## src/rtl/err_stat_pkg.sv

```systemverilog
package err_stat_pkg;

    localparam int NFLAG = 6;

    // compact flag indices
    localparam int F_IRQ   = 0;
    localparam int F_IOVR  = 1;
    localparam int F_BERR  = 2;
    localparam int F_BEOVR = 3;
    localparam int F_ADR   = 4;
    localparam int F_LW    = 5;

    // register offsets
    localparam int OFS_CTL  = 'h0;
    localparam int OFS_STAT = 'h4;
    localparam int OFS_CAP  = 'h8;

    typedef enum logic [1:0] {
        SEL_NONE = 2'd0,
        SEL_CTL  = 2'd1,
        SEL_STAT = 2'd2,
        SEL_CAP  = 2'd3
    } rd_sel_e;

    // position of a compact flag inside the 32-bit status word
    function automatic int flag_pos(input int idx);
        case (idx)
            F_IRQ:   return 0;
            F_IOVR:  return 1;
            F_BERR:  return 2;
            F_BEOVR: return 3;
            F_ADR:   return 16;
            default: return 17;
        endcase
    endfunction

endpackage

```

## src/rtl/err_acc_decode.sv

```systemverilog
module err_acc_decode
    import err_stat_pkg::*;
#(
    parameter int ADDR_W = 12
) (
    input  logic              acc_valid,
    input  logic              acc_write,
    input  logic [ADDR_W-1:0] acc_addr,
    input  logic              lock_bit,
    input  logic              glock,
    output logic              wr_ctl,
    output logic              wr_stat,
    output logic              rd_fire,
    output rd_sel_e           rd_sel,
    output logic              lw_evt,
    output logic              adr_evt
);

    logic aligned;
    logic is_ctl;
    logic is_stat;
    logic is_cap;
    logic locked;

    always_comb begin
        aligned = (acc_addr[1:0] == 2'b00);
        is_ctl  = aligned && (acc_addr == ADDR_W'(OFS_CTL));
        is_stat = aligned && (acc_addr == ADDR_W'(OFS_STAT));
        is_cap  = aligned && (acc_addr == ADDR_W'(OFS_CAP));
        locked  = lock_bit && glock;

        adr_evt = acc_valid && (!aligned || (acc_write && is_cap));
        lw_evt  = acc_valid && is_ctl && locked;
        wr_ctl  = acc_valid && acc_write && is_ctl && !locked;
        wr_stat = acc_valid && acc_write && is_stat;
        rd_fire = acc_valid && !acc_write;

        rd_sel = SEL_NONE;
        if (rd_fire) begin
            if (is_ctl && !locked) rd_sel = SEL_CTL;
            else if (is_stat)      rd_sel = SEL_STAT;
            else if (is_cap)       rd_sel = SEL_CAP;
        end
    end

endmodule

```

## src/rtl/err_flag_bank.sv

```systemverilog
module err_flag_bank #(
    parameter int NF = 6
) (
    input  logic          clk,
    input  logic          rst_n,
    input  logic [NF-1:0] set_vec,
    input  logic [NF-1:0] clr_vec,
    output logic [NF-1:0] flags_q
);

    logic [NF-1:0] flags_d;

    for (genvar i = 0; i < NF; i++) begin : g_flag
        // a set in the same cycle as a clear keeps the bit set
        always_comb flags_d[i] = set_vec[i] | (flags_q[i] & ~clr_vec[i]);
    end

    always_ff @(posedge clk or negedge rst_n) begin
        if (!rst_n) flags_q <= '0;
        else        flags_q <= flags_d;
    end

endmodule

```

## src/rtl/err_cap_reg.sv

```systemverilog
module err_cap_reg #(
    parameter int W = 32
) (
    input  logic         clk,
    input  logic         rst_n,
    input  logic         load,
    input  logic [W-1:0] din,
    output logic [W-1:0] cap_q
);

    logic [W-1:0] cap_d;

    always_comb cap_d = load ? din : cap_q;

    always_ff @(posedge clk or negedge rst_n) begin
        if (!rst_n) cap_q <= '0;
        else        cap_q <= cap_d;
    end

endmodule

```

## src/rtl/err_status_unit.sv

```systemverilog
module err_status_unit
    import err_stat_pkg::*;
#(
    parameter int ADDR_W = 12,
    parameter int CAP_W  = 32
) (
    input  logic              clk,
    input  logic              rst_n,
    input  logic              acc_valid_i,
    input  logic              acc_write_i,
    input  logic [ADDR_W-1:0] acc_addr_i,
    input  logic [31:0]       acc_wdata_i,
    output logic              rd_valid_o,
    output logic [31:0]       rd_data_o,
    input  logic              glock_i,
    input  logic              bus_err_i,
    input  logic [CAP_W-1:0]  bus_err_addr_i,
    output logic              irq_o
);

    typedef struct packed {
        logic        ctl_lock;
        logic        ctl_ie;
        logic        rd_valid;
        logic [31:0] rd_data;
    } unit_state_t;

    unit_state_t st_d, st_q;

    logic             wr_ctl, wr_stat, rd_fire, lw_evt, adr_evt;
    rd_sel_e          rd_sel;
    logic [NFLAG-1:0] set_vec, clr_vec, flags_q;
    logic [31:0]      status_word;
    logic [CAP_W-1:0] cap_q;
    logic [31:0]      cap_word;
    logic             evt_any;

    err_acc_decode #(.ADDR_W(ADDR_W)) u_dec (
        .acc_valid (acc_valid_i),
        .acc_write (acc_write_i),
        .acc_addr  (acc_addr_i),
        .lock_bit  (st_q.ctl_lock),
        .glock     (glock_i),
        .wr_ctl    (wr_ctl),
        .wr_stat   (wr_stat),
        .rd_fire   (rd_fire),
        .rd_sel    (rd_sel),
        .lw_evt    (lw_evt),
        .adr_evt   (adr_evt)
    );

    always_comb begin
        evt_any          = bus_err_i | lw_evt | adr_evt;
        set_vec          = '0;
        set_vec[F_IRQ]   = evt_any;
        set_vec[F_IOVR]  = evt_any & flags_q[F_IRQ];
        set_vec[F_BERR]  = bus_err_i;
        set_vec[F_BEOVR] = bus_err_i & flags_q[F_BERR];
        set_vec[F_ADR]   = adr_evt;
        set_vec[F_LW]    = lw_evt;
    end

    for (genvar i = 0; i < NFLAG; i++) begin : g_map
        always_comb clr_vec[i] = wr_stat & acc_wdata_i[flag_pos(i)];
    end

    always_comb begin
        status_word = '0;
        for (int i = 0; i < NFLAG; i++) status_word[flag_pos(i)] = flags_q[i];
    end

    err_flag_bank #(.NF(NFLAG)) u_flags (
        .clk     (clk),
        .rst_n   (rst_n),
        .set_vec (set_vec),
        .clr_vec (clr_vec),
        .flags_q (flags_q)
    );

    err_cap_reg #(.W(CAP_W)) u_cap (
        .clk   (clk),
        .rst_n (rst_n),
        .load  (bus_err_i & ~flags_q[F_BERR]),
        .din   (bus_err_addr_i),
        .cap_q (cap_q)
    );

    if (CAP_W >= 32) begin : g_cap_trunc
        assign cap_word = cap_q[31:0];
    end else begin : g_cap_pad
        assign cap_word = {{(32-CAP_W){1'b0}}, cap_q};
    end

    always_comb begin
        st_d          = st_q;
        st_d.rd_valid = rd_fire;
        if (wr_ctl) begin
            st_d.ctl_lock = acc_wdata_i[0];
            st_d.ctl_ie   = acc_wdata_i[1];
        end
        if (rd_fire) begin
            case (rd_sel)
                SEL_CTL:  st_d.rd_data = {30'd0, st_q.ctl_ie, st_q.ctl_lock};
                SEL_STAT: st_d.rd_data = status_word;
                SEL_CAP:  st_d.rd_data = cap_word;
                default:  st_d.rd_data = '0;
            endcase
        end
    end

    always_ff @(posedge clk or negedge rst_n) begin
        if (!rst_n) st_q <= '0;
        else        st_q <= st_d;
    end

    assign rd_valid_o = st_q.rd_valid;
    assign rd_data_o  = st_q.rd_data;
    assign irq_o      = flags_q[F_IRQ] & st_q.ctl_ie;

endmodule

```

## config.mk

```make
export PLATFORM = sky130hd
export DESIGN_NAME = err_status_unit
export DESIGN_NICKNAME = d
export VERILOG_FILES = /design/src/rtl/err_stat_pkg.sv /design/src/rtl/err_acc_decode.sv /design/src/rtl/err_flag_bank.sv /design/src/rtl/err_cap_reg.sv /design/src/rtl/err_status_unit.sv
export SDC_FILE = /design/constraint.sdc
export NUM_CORES = 1
export LEC_CHECK = 0
export BUFFER_PORTS_ARGS = -buffer_cell sky130_fd_sc_hd__buf_4
export CAP_MARGIN = 10
export CORE_MARGIN = 4
export CORE_UTILIZATION = 41
export CTS_BUF_LIST = sky130_fd_sc_hd__clkbuf_8 sky130_fd_sc_hd__clkbuf_16
export DETAILED_ROUTE_END_ITERATION = 10
export PLACE_DENSITY = 0.71
export RECOVER_POWER = 100
export REMOVE_ABC_BUFFERS = 1
export SETUP_SLACK_MARGIN = 0.05
export SLEW_MARGIN = 10
export SYNTH_ARGS = -nofsm -noshare
export SYNTH_HDL_FRONTEND = slang
export SYNTH_SLANG_ARGS = --single-unit
```

## constraint.sdc

```tcl
create_clock -name clk -period 1.35 [get_ports clk]
set_input_delay 0.27 -clock clk [delete_from_list [all_inputs] [get_ports clk]]
set_output_delay 0.27 -clock clk [all_outputs]
set_load 0.01 [all_outputs]
```

==> results.yml <==
die:
  core-area_sq_um: 7687
  die_y_um: 96.54
  io_pins: 116
  die_area_sq_um: 9320
  initial_core_util_pct: 41.81
  rows: 32
  die_w_um: 96.54
global_route:
  grt_usage_pct: 15.02
  grt_max_degree: 74
  first_global_vias: 2237
  overflow: 0
  grt_pass1_wl_um: 10580
  antenna_found_initial: 0
clock_network:
  cts_buffers: 9
  clkTransAtPathRegs_ns: 0.08
  clkLatencyLatePin_ns: 0.34
  ctsRootBufferMaster: "clkbuf_8"
  clock_path_buffers: 2
  clock_sinks: 73
  cts_tree: "built"
  cts_max_level: 3
finish:
  n_antenna_cell: 0
  final_common_cell: "buf_4"
  syn_to_final_growth_pct: 31.06
  drive_gt1_share_pct: 47.29
  fillers: 720
  multi_input_area_sq_um: 1157
  final-seq-area_sq_um: 1828
  stdcell_count: 434
  most-common-layout-cells: "76 x buf_4, 72 x dfrtp_1, 32 x clkbuf_1"
  utilization_pct: 54.80
  post-route-cell-area_sq_um: 4213
  final_nets: 409
synthesis:
  syn_area_sq_um: 3214
  synthDistinctLibCells: 35
  synth_seq_area_share_pct: 56.83
  yosys_warnings: 0
  postSynthAreaPerCell_sq_um: 13.51
  synthCells: 238
  yosys_register_bits: 73
sta:
  setup_viol: 0
  max_freq_ghz: 0.7426
  hold_viol_final: 0
  slew_violations: 0
  slew_headroom_pct: 56.67
  timing.final.crit_share_pct: 99.74
  skew_ns: 0.007072
  hold_slack_ns: 0.1524
  min_period_ns: 1.347
  tightest_slew_ns: 0.6500
  rsz0062_at_grt: "yes"
placement:
  place_area_sq_um: 3881
  gp_congestion: 0.8779
  dp_cells: 403
  dpl.hpwl_um: 4738
  io_buffers: 89
routing:
  ant_nets: 0
  viasPerCell: 4.993
  wl_per_cell_um: 16.19
  vias: 2167
  drc_errors: 0
  drt-pass1-iter-count: 4
  drt-initial-drc-count: 41
  wl_um: 7028
critical_path:
  worstSetupPathType: "input pin to flip-flop"
  end_kind: "flip-flop"
  path_max_fanout: 9
  cp-start-kind: "input pin"
  crit_arrival_ns: 1.63
  crit_required_ns: 1.63
run:
  max_cap_viol_count: 0
pwr:
  leakagePower_uw: 0.002006
  powerDensity_nw_per_um2: 1047
  peakVddDrop_v: 0.0005889
hold_path:
  hp-class: "input pin to flip-flop"
run_status:
  status: "finished, final reports clean"
[flip-flops by register name, indices dropped and copies added, names as in the netlist]
register         cells
rd_data_o           32
st_q                 2
u_flags.flags_q      6
u_cap.cap_q         32
rd_valid_o           1
[where the power goes]
part           switching, uW  total (uW)  internal (uW)
sequential              54.7        2350           2300
clock                    817        1650            837
combinational            166         405            239
total                   1040        4410           3370
[final timing paths]
| kind | slack (ns) | cells after the start | end | start |
|---|---|---|---|---|
| worst max-delay path | 0.003 | 7 | rd_data_o[30] | acc_addr_i[6] |
| worst min-delay path | 0.15 | 2 | u_cap.cap_q[10] | bus_err_addr_i[10] |
| worst max register to register | 0.05 | 4 | rd_data_o[0] | st_q[34] |
| worst min register to register | 0.48 | 2 | rd_data_o[0] | rd_data_o[0] |
| max in group asynchronous | 0.31 | 3 | u_cap.cap_q[0] | rst_n |
| min in group asynchronous | 0.58 | 3 | st_q[34] | rst_n |
[through the flow]
stage,total power [uW],setup TNS (ns),setup WS (ns)
finish,4412,0,0.003446
global route,4613,-0.8514,-0.08159
CTS,4444,-0.002418,-0.002418
detailed placement,2785,-10.98,-0.4609
global placement,2767,-9.880,-0.3311
floorplan,2522,-60.47,-1.046
[metal layers]
metal	share of wire [%]	vias to the layer above	GRT usage (%)
li1	-	1008	-
met1	44	1079	19.68
met4	2.0	0	6.893
met3	6.5	15	3.950
met2	47	65	23.28
met5	0	-	0
[cells by family (layout without fill, tap and decap cells)]
group           Yosys count  in the layout  synth area share [%]
mux                      33             33                 11.56
compound gates           44             44                 12.46
buf+inv                  48            142                 10.20
simple gates             40             40                 8.953
flops                    73             73                 56.83
[cells in the mapped netlist (all sizes together)]
library cell   n  area, sq um
a21o           4        31.28
a21oi          1        5.000
a221o          5        50.05
a22o          28        245.2
a31oi          2        12.51
and2           6        37.54
and3           1        6.260
and4           1        8.760
buf           40        297.8
clkbuf         5        18.77
dfrtp         73         1827
inv            3        11.26
mux2          33        371.6
nand2         11        43.80
nand2b         2        12.51
nand3          2        10.01
nor2b          1        6.260
nor3           5        25.02
nor4           4        76.32
nor4b          1        8.760
o21ai          1        5.000
o2bb2ai        1        15.01
o41ai          2        36.29
or2            1        6.260
or3b           1        8.760
or4            4        37.53
[final cells by class]
| cell class | count | area share [%] |
|---|---|---|
| inverters | 3 | 0.2673 |
| repair buffers | 123 | 21.38 |
| multi-input cells | 117 | 27.47 |
| flip-flops and latches | 73 | 43.39 |
| clock buffers | 9 | 2.940 |
| well taps | 102 | 3.029 |
| clock inverters | 7 | 1.515 |
[timing repair]
| item | in CTS | in global routing |
|---|---|---|
| pin swaps | 9 | 4 |
| endpoints found under the hold margin | 73 | 0 |
| setup endpoints to repair | 19 | 57 |
| hold buffers | 1 | 0 |
| gates cloned | 0 | 4 |
| resized for setup | 11 | 19 |
| buffers inserted | 0 | 10 |
[critical path: stages]
cell	delay, ns
buf_8	0.10
nor4_4	0.33
nand2_2	0.12
nor4_4	0.37
buf_4	0.20
buf_8	0.12
a22o_1	0.12
(Power assumes the default switching activity.)
